## src/rtl/gf_inv_pkg.sv

```systemverilog
// Package for the GF(2^163) addition-chain inverter.
// Holds the field size, the reduction taps, the chain table and the state type.
// Assumes the chain below is a valid addition chain for FIELD_M-1.
package gf_inv_pkg;

    localparam int FIELD_M   = 163;
    localparam int CHAIN_LEN = 10;
    localparam int IDX_W     = $clog2(CHAIN_LEN);
    localparam int CNT_W     = $clog2(FIELD_M) + 1;

    // Low-order part of the field polynomial: x^7 + x^6 + x^3 + 1
    localparam logic [FIELD_M-1:0] POLY_LOW =
        (FIELD_M'(1) << 7) | (FIELD_M'(1) << 6) | (FIELD_M'(1) << 3) | FIELD_M'(1);

    typedef enum logic [2:0] {
        ST_IDLE, ST_LOAD, ST_SQR, ST_MUL, ST_WAIT, ST_FIN
    } inv_state_t;

    // Chain value at index idx (exponent length of the stored element)
    function automatic logic [CNT_W-1:0] chain_len_at(input logic [IDX_W-1:0] idx);
        case (idx)
            4'd0:    return CNT_W'(1);
            4'd1:    return CNT_W'(2);
            4'd2:    return CNT_W'(4);
            4'd3:    return CNT_W'(8);
            4'd4:    return CNT_W'(16);
            4'd5:    return CNT_W'(32);
            4'd6:    return CNT_W'(64);
            4'd7:    return CNT_W'(80);
            4'd8:    return CNT_W'(160);
            default: return CNT_W'(162);
        endcase
    endfunction

    // Index of the element that gets squared at step idx
    function automatic logic [IDX_W-1:0] chain_sq_src(input logic [IDX_W-1:0] idx);
        case (idx)
            4'd1:    return IDX_W'(0);
            4'd2:    return IDX_W'(1);
            4'd3:    return IDX_W'(2);
            4'd4:    return IDX_W'(3);
            4'd5:    return IDX_W'(4);
            4'd6:    return IDX_W'(5);
            4'd7:    return IDX_W'(6);
            4'd8:    return IDX_W'(7);
            default: return IDX_W'(8);
        endcase
    endfunction

    // Index of the element multiplied in at step idx (also sets squaring count)
    function automatic logic [IDX_W-1:0] chain_mul_src(input logic [IDX_W-1:0] idx);
        case (idx)
            4'd1:    return IDX_W'(0);
            4'd2:    return IDX_W'(1);
            4'd3:    return IDX_W'(2);
            4'd4:    return IDX_W'(3);
            4'd5:    return IDX_W'(4);
            4'd6:    return IDX_W'(5);
            4'd7:    return IDX_W'(4);
            4'd8:    return IDX_W'(7);
            default: return IDX_W'(1);
        endcase
    endfunction

endpackage

```

## src/rtl/gf_sqr_net.sv

```systemverilog
// Combinational field squaring: spreads the input into even bit positions,
// then folds every bit at or above W back down with the fixed low taps.
// Assumes the top tap of POLY is well below W so one fold pass suffices.
module gf_sqr_net #(
    parameter int W = 163,
    parameter logic [W-1:0] POLY = '0
) (
    input  logic [W-1:0] x_in,
    output logic [W-1:0] x_sq
);
    localparam int WIDE = 2*W - 1;

    logic [WIDE-1:0] spread;

    // Interleave zeros to form the unreduced square, then reduce from the top
    always_comb begin
        spread = '0;
        for (int i = 0; i < W; i++) begin
            spread[2*i] = x_in[i];
        end
        for (int i = WIDE-1; i >= W; i--) begin
            if (spread[i]) begin
                spread[i-W +: W] = spread[i-W +: W] ^ POLY;
            end
        end
        x_sq = spread[W-1:0];
    end
endmodule

```

## src/rtl/gf_mul_serial.sv

```systemverilog
// Bit-serial field multiplier, most significant bit of op_b first.
// Takes W cycles after go; done pulses one cycle with prod valid.
// Assumes go is not raised while a product is in progress.
module gf_mul_serial #(
    parameter int W = 163,
    parameter logic [W-1:0] POLY = '0
) (
    input  logic         clk,
    input  logic         rst_n,
    input  logic         go,
    input  logic [W-1:0] op_a,
    input  logic [W-1:0] op_b,
    output logic         done,
    output logic [W-1:0] prod
);
    localparam int CW = $clog2(W) + 1;

    logic [W-1:0]  a_q;
    logic [W-1:0]  b_q;
    logic [W-1:0]  acc;
    logic [CW-1:0] left;
    logic          run;
    logic [W-1:0]  acc_next;

    // One Horner step: acc*x mod P, plus op_a when the current b bit is set
    always_comb begin
        acc_next = {acc[W-2:0], 1'b0} ^ (acc[W-1] ? POLY : '0);
        if (b_q[W-1]) begin
            acc_next = acc_next ^ a_q;
        end
    end

    // Sequencing of the W accumulate steps and the completion pulse
    always_ff @(posedge clk) begin
        if (!rst_n) begin
            a_q  <= '0;
            b_q  <= '0;
            acc  <= '0;
            left <= '0;
            run  <= 1'b0;
            done <= 1'b0;
        end else begin
            done <= 1'b0;
            if (go && !run) begin
                a_q  <= op_a;
                b_q  <= op_b;
                acc  <= '0;
                left <= CW'(W);
                run  <= 1'b1;
            end else if (run) begin
                acc  <= acc_next;
                b_q  <= {b_q[W-2:0], 1'b0};
                left <= left - CW'(1);
                if (left == CW'(1)) begin
                    run  <= 1'b0;
                    done <= 1'b1;
                end
            end
        end
    end

    assign prod = acc;
endmodule

```

## src/rtl/gf_beta_rf.sv

```systemverilog
// Small register file holding the chain values a^(2^u - 1).
// One write port, two asynchronous read ports; contents need no reset
// because every entry is written before it is read in a run.
module gf_beta_rf #(
    parameter int W     = 163,
    parameter int DEPTH = 10,
    localparam int AW   = $clog2(DEPTH)
) (
    input  logic          clk,
    input  logic          we,
    input  logic [AW-1:0] waddr,
    input  logic [W-1:0]  wdata,
    input  logic [AW-1:0] raddr0,
    input  logic [AW-1:0] raddr1,
    output logic [W-1:0]  rdata0,
    output logic [W-1:0]  rdata1
);
    logic [W-1:0] mem [DEPTH];

    // Store a newly produced chain value
    always_ff @(posedge clk) begin
        if (we) begin
            mem[waddr] <= wdata;
        end
    end

    assign rdata0 = mem[raddr0];
    assign rdata1 = mem[raddr1];
endmodule

```

## src/rtl/gf_inv_chain.sv

```systemverilog
// GF(2^163) inverter following a fixed addition chain for m-1.
// Each chain step loads a stored value, squares it once per clock as many
// times as the chain says, then multiplies by a second stored value.
// A final squaring turns a^(2^(m-1)-1) into a^-1. Assumes a_in is nonzero.
module gf_inv_chain
    import gf_inv_pkg::*;
(
    input  logic               clk,
    input  logic               rst_n,
    input  logic               start,
    input  logic [FIELD_M-1:0] a_in,
    output logic               done,
    output logic [FIELD_M-1:0] inv
);
    localparam logic [IDX_W-1:0] LAST_STEP = IDX_W'(CHAIN_LEN - 1);

    inv_state_t         state;
    logic [IDX_W-1:0]   step;
    logic [CNT_W-1:0]   sq_left;
    logic [FIELD_M-1:0] work;
    logic [FIELD_M-1:0] work_sq;
    logic [FIELD_M-1:0] rd_sq;
    logic [FIELD_M-1:0] rd_mul;
    logic [FIELD_M-1:0] mul_res;
    logic               mul_done;
    logic               mul_go;
    logic               sq_tick;
    logic               busy;
    logic               rf_we;
    logic [IDX_W-1:0]   rf_waddr;
    logic [FIELD_M-1:0] rf_wdata;
    logic               done_q;
    logic [FIELD_M-1:0] inv_q;

    assign busy    = (state != ST_IDLE);
    assign mul_go  = (state == ST_MUL);
    assign sq_tick = (state == ST_SQR) || (state == ST_FIN);

    // Register-file write: operand on accept, each product on completion
    always_comb begin
        rf_we    = 1'b0;
        rf_waddr = step;
        rf_wdata = mul_res;
        if (state == ST_IDLE && start) begin
            rf_we    = 1'b1;
            rf_waddr = '0;
            rf_wdata = a_in;
        end else if (state == ST_WAIT && mul_done) begin
            rf_we = 1'b1;
        end
    end

    gf_beta_rf #(.W(FIELD_M), .DEPTH(CHAIN_LEN)) u_rf (
        .clk    (clk),
        .we     (rf_we),
        .waddr  (rf_waddr),
        .wdata  (rf_wdata),
        .raddr0 (chain_sq_src(step)),
        .raddr1 (chain_mul_src(step)),
        .rdata0 (rd_sq),
        .rdata1 (rd_mul)
    );

    gf_sqr_net #(.W(FIELD_M), .POLY(POLY_LOW)) u_sqr (
        .x_in (work),
        .x_sq (work_sq)
    );

    gf_mul_serial #(.W(FIELD_M), .POLY(POLY_LOW)) u_mul (
        .clk   (clk),
        .rst_n (rst_n),
        .go    (mul_go),
        .op_a  (work),
        .op_b  (rd_mul),
        .done  (mul_done),
        .prod  (mul_res)
    );

    // Chain controller: load, square loop, multiply, advance, final square
    always_ff @(posedge clk) begin
        if (!rst_n) begin
            state   <= ST_IDLE;
            step    <= '0;
            sq_left <= '0;
            work    <= '0;
            done_q  <= 1'b0;
            inv_q   <= '0;
        end else begin
            done_q <= 1'b0;
            case (state)
                ST_IDLE: begin
                    if (start) begin
                        step  <= IDX_W'(1);
                        state <= ST_LOAD;
                    end
                end
                ST_LOAD: begin
                    work    <= rd_sq;
                    sq_left <= chain_len_at(chain_mul_src(step));
                    state   <= ST_SQR;
                end
                ST_SQR: begin
                    work    <= work_sq;
                    sq_left <= sq_left - CNT_W'(1);
                    if (sq_left == CNT_W'(1)) begin
                        state <= ST_MUL;
                    end
                end
                ST_MUL: begin
                    state <= ST_WAIT;
                end
                ST_WAIT: begin
                    if (mul_done) begin
                        work <= mul_res;
                        if (step == LAST_STEP) begin
                            state <= ST_FIN;
                        end else begin
                            step  <= step + IDX_W'(1);
                            state <= ST_LOAD;
                        end
                    end
                end
                ST_FIN: begin
                    inv_q  <= work_sq;
                    done_q <= 1'b1;
                    state  <= ST_IDLE;
                end
                default: state <= ST_IDLE;
            endcase
        end
    end

    assign done = done_q;
    assign inv  = inv_q;
endmodule

```

## config.mk

```make
export PLATFORM = sky130hd
export DESIGN_NAME = gf_inv_chain
export DESIGN_NICKNAME = d
export VERILOG_FILES = /design/src/rtl/gf_inv_pkg.sv /design/src/rtl/gf_sqr_net.sv /design/src/rtl/gf_mul_serial.sv /design/src/rtl/gf_beta_rf.sv /design/src/rtl/gf_inv_chain.sv
export SDC_FILE = /design/constraint.sdc
export NUM_CORES = 2
export LEC_CHECK = 0
export BUFFER_PORTS_ARGS = -buffer_cell sky130_fd_sc_hd__buf_2
export CAP_MARGIN = 5
export CORE_MARGIN = 10
export CORE_UTILIZATION = 25
export CTS_CLUSTER_SIZE = 8
export DETAILED_ROUTE_END_ITERATION = 8
export GPL_TIMING_DRIVEN = 1
export PLACE_DENSITY_LB_ADDON = 0.3
export REMOVE_ABC_BUFFERS = 1
export SYNTH_ARGS = -nofsm -noshare
export SYNTH_HDL_FRONTEND = slang
export SYNTH_SLANG_ARGS = --single-unit
```

## constraint.sdc

```tcl
create_clock -name clk -period 20.3 [get_ports clk]
set_clock_uncertainty 0.1 [all_clocks]
set_input_delay 3.045 -clock clk [delete_from_list [all_inputs] [get_ports clk]]
set_output_delay 3.045 -clock clk [all_outputs]
set_load 0.05 [all_outputs]
```

==> reports/metrics.cfg <==
[run_status]
outcome=finished clean

[yosys]
yosysWarningCount=0
avgSynthCellArea_um2=13.7
async_flop_share_pct=0
synth_edf_count=1630
yosysSeqAreaShare_pct=60.3
synth_cells=7960
synth_cell_types=60
ys_seq_elements=2479
syn_area_um2=109000
synth_ff_type=edfxtp_1

[clocking]
cts_hold_buf=0
post-cts-setup-buffers=0
clk_pin_slew_worst_paths_ns=0.05
h-tree-depth=5
root_buffer=clkbuf_16
ctsResizeCount=0
numClockSinks=2479
clk_path_buf_depth=4
cts_buffers=352
clk_latency_ns=0.90
cts_tree=done

[grt]
first_global_vias=74300
grt_overflow_total=0
track_usage_pct=17.1
grt_first_pass_wirelength_um=577000
grt_max_degree=116
antenna_found_initial=48

[drt]
drtIter0Drc=7576
drc_errors=0
drtPass1Iterations=8
wl_per_cell_um=29.4
wl_um=414000
vias=72400
antenna_left=0
viasPerCell=5.14

[setup_path]
r2r_slack_ns=15.25
critPathLaunch=start
cp_max_fo=87
criticalPathCategory=input port to flop
regToRegEndpoint=work[79]
critPathLaunchType=input port
worst_ep_required_time_ns=20.86
endpoint=u_rf.mem[5][100]
cp-end-kind=flop
arrival_ns=6.19
r2r-start=u_rf.raddr0[1]
rr_worst_depth=8

[pwr]
p_comb_share_pct=23.4
vdd_drop_max_mv=0.132
p_per_area_nw_per_um2=125
pwr-share-seq_pct=42.1
p_sw_uw=5450
p_leak_uw=0.0415
p_int_uw=10400
p_sw_share_pct=34.3
clock_power_share_pct=34.5

[timing]
grt_setup_unrepaired=no
relSlewSlack_pct=5.58
min_period_ns=5.63
drv_slew=0
hold_violations=0
max_freq_mhz=178
setup_viol=0
final.period_utilization_pct=27.7
worst_pin_slew_ns=1.41
whs_ns=0.347

[floorplan]
die-area_um2=464000
die_height_um=681
fp.coreArea_um2=435000
start_util_pct=25.1
num_rows=242
io_pins=330
fp.dieW_um=681

[placed_design]
detailed_place_hpwl_um=243000
gp_congestion=0.775
port_buffers=329

[final_layout]
fin_nets=8252
drive_gt1_share_pct=20.6
layout_commonest_cell=edfxtp_1
fin_util_pct=29.1
area_growth_pct=15.9
final_cell_mix=edfxtp_1 (1630), nand2_1 (1232), dfxtp_1 (841)

[flow_run]
maxCapViolations=0

[min_path]
hold_class=flop to flop

## flip-flops by register name (all words and copies together) (netlist names)
name	count
u_rf.mem	1630
inv	163
u_mul.a_q	163
u_mul.b_q	163
u_mul.prod	163
work	163
sq_left	9
u_mul.left	9
step	4
u_rf.raddr0	4
state	3
u_rf.raddr1	2
done	1
u_mul.done	1
u_mul.run	1
## layout make-up
type                    count  area [um^2]
diodes                     12         30.0
inverters                  16         77.6
well taps                5734         7170
fillers                 43500       308000
multi-input cells        4751        40400
flip-flops and latches   2479        66000
repair buffers            472         2980
clock buffers             613         9930
clock inverters            15          175
## worst max-delay path, cell delays in order
cell and delay, ns:
buf_2 0.10, nor4b_2 0.29, buf_12 0.51, buf_4 0.68, buf_4 0.83, nand2_1 0.16
nand2_1 0.27
## cell families (layout without fill, tap and decap cells)
group / Yosys count / in the layout / synth area share (%)
simple gates: 1807 / 1807 / 6.45
compound gates: 1281 / 1281 / 7.90
buf+inv: 730 / 1116 / 2.87
flops: 2479 / 2479 / 60.3
fa+ha+maj: 14 / 14 / 0.160
xor+xnor: 419 / 419 / 3.37
mux: 1230 / 1230 / 18.9
other cells: 0 / 12 / 0
## Yosys cell counts (all sizes together) (166+ instances only)
| library cell | instances | area [um^2] |
|---|---|---|
| edfxtp | 1630 | 48900 |
| nand2 | 1236 | 4640 |
| dfxtp | 849 | 17000 |
| mux4 | 652 | 14700 |
| a21oi | 517 | 2590 |
| clkbuf | 507 | 1900 |
| nor2 | 436 | 1640 |
| mux2i | 429 | 4310 |
| xor2 | 253 | 2220 |
| buf | 207 | 1180 |
| o21ai | 172 | 861 |
| a211oi | 166 | 1250 |
## per-layer routing
metal,share of wire (%),track usage [%]
met3,7.6,3.65
met4,5.1,7.92
met5,0.055,0
met1,39,21.1
met2,48,28.7
## worst min path at each step
stage	startpoint	to	slack [ns]	cells after the start
finish	inv[50]	inv[50]	0.35	2
global route	u_mul.a_q[68]	u_mul.a_q[68]	0.37	2
CTS	inv[50]	inv[50]	0.35	2
detailed placement	inv[50]	inv[50]	0.34	2
global placement	u_mul.a_q[12]	u_mul.a_q[12]	0.34	2
floorplan	u_mul.a_q[0]	u_mul.a_q[0]	0.34	2
## power by group through the flow
stage,logic [uW],clock network (uW),registers [uW]
2_1_floorplan,2290,0,6580
3_3_place_gp,3670,0,6750
3_5_place_dp,3700,0,6760
4_1_cts,3710,5590,6660
5_1_grt,3900,5800,6700
6_report,3710,5490,6680
## stage by stage
stage / setup TNS, ns / area [um^2] / std cells / setup slack, ns / total power (uW)
after floorplan: -2419.00 / 106000 / 7246 / -8.10 / 8870
after global placement: 0 / 117000 / 13500 / 13.92 / 10400
after detailed placement: 0 / 117000 / 13500 / 13.90 / 10500
after CTS: 0 / 127000 / 14100 / 14.83 / 16000
after global routing: 0 / 127000 / 14100 / 14.56 / 16400
final: 0 / 127000 / 14100 / 14.67 / 15900
No activity file was read; power rests on OpenSTA's default activity.
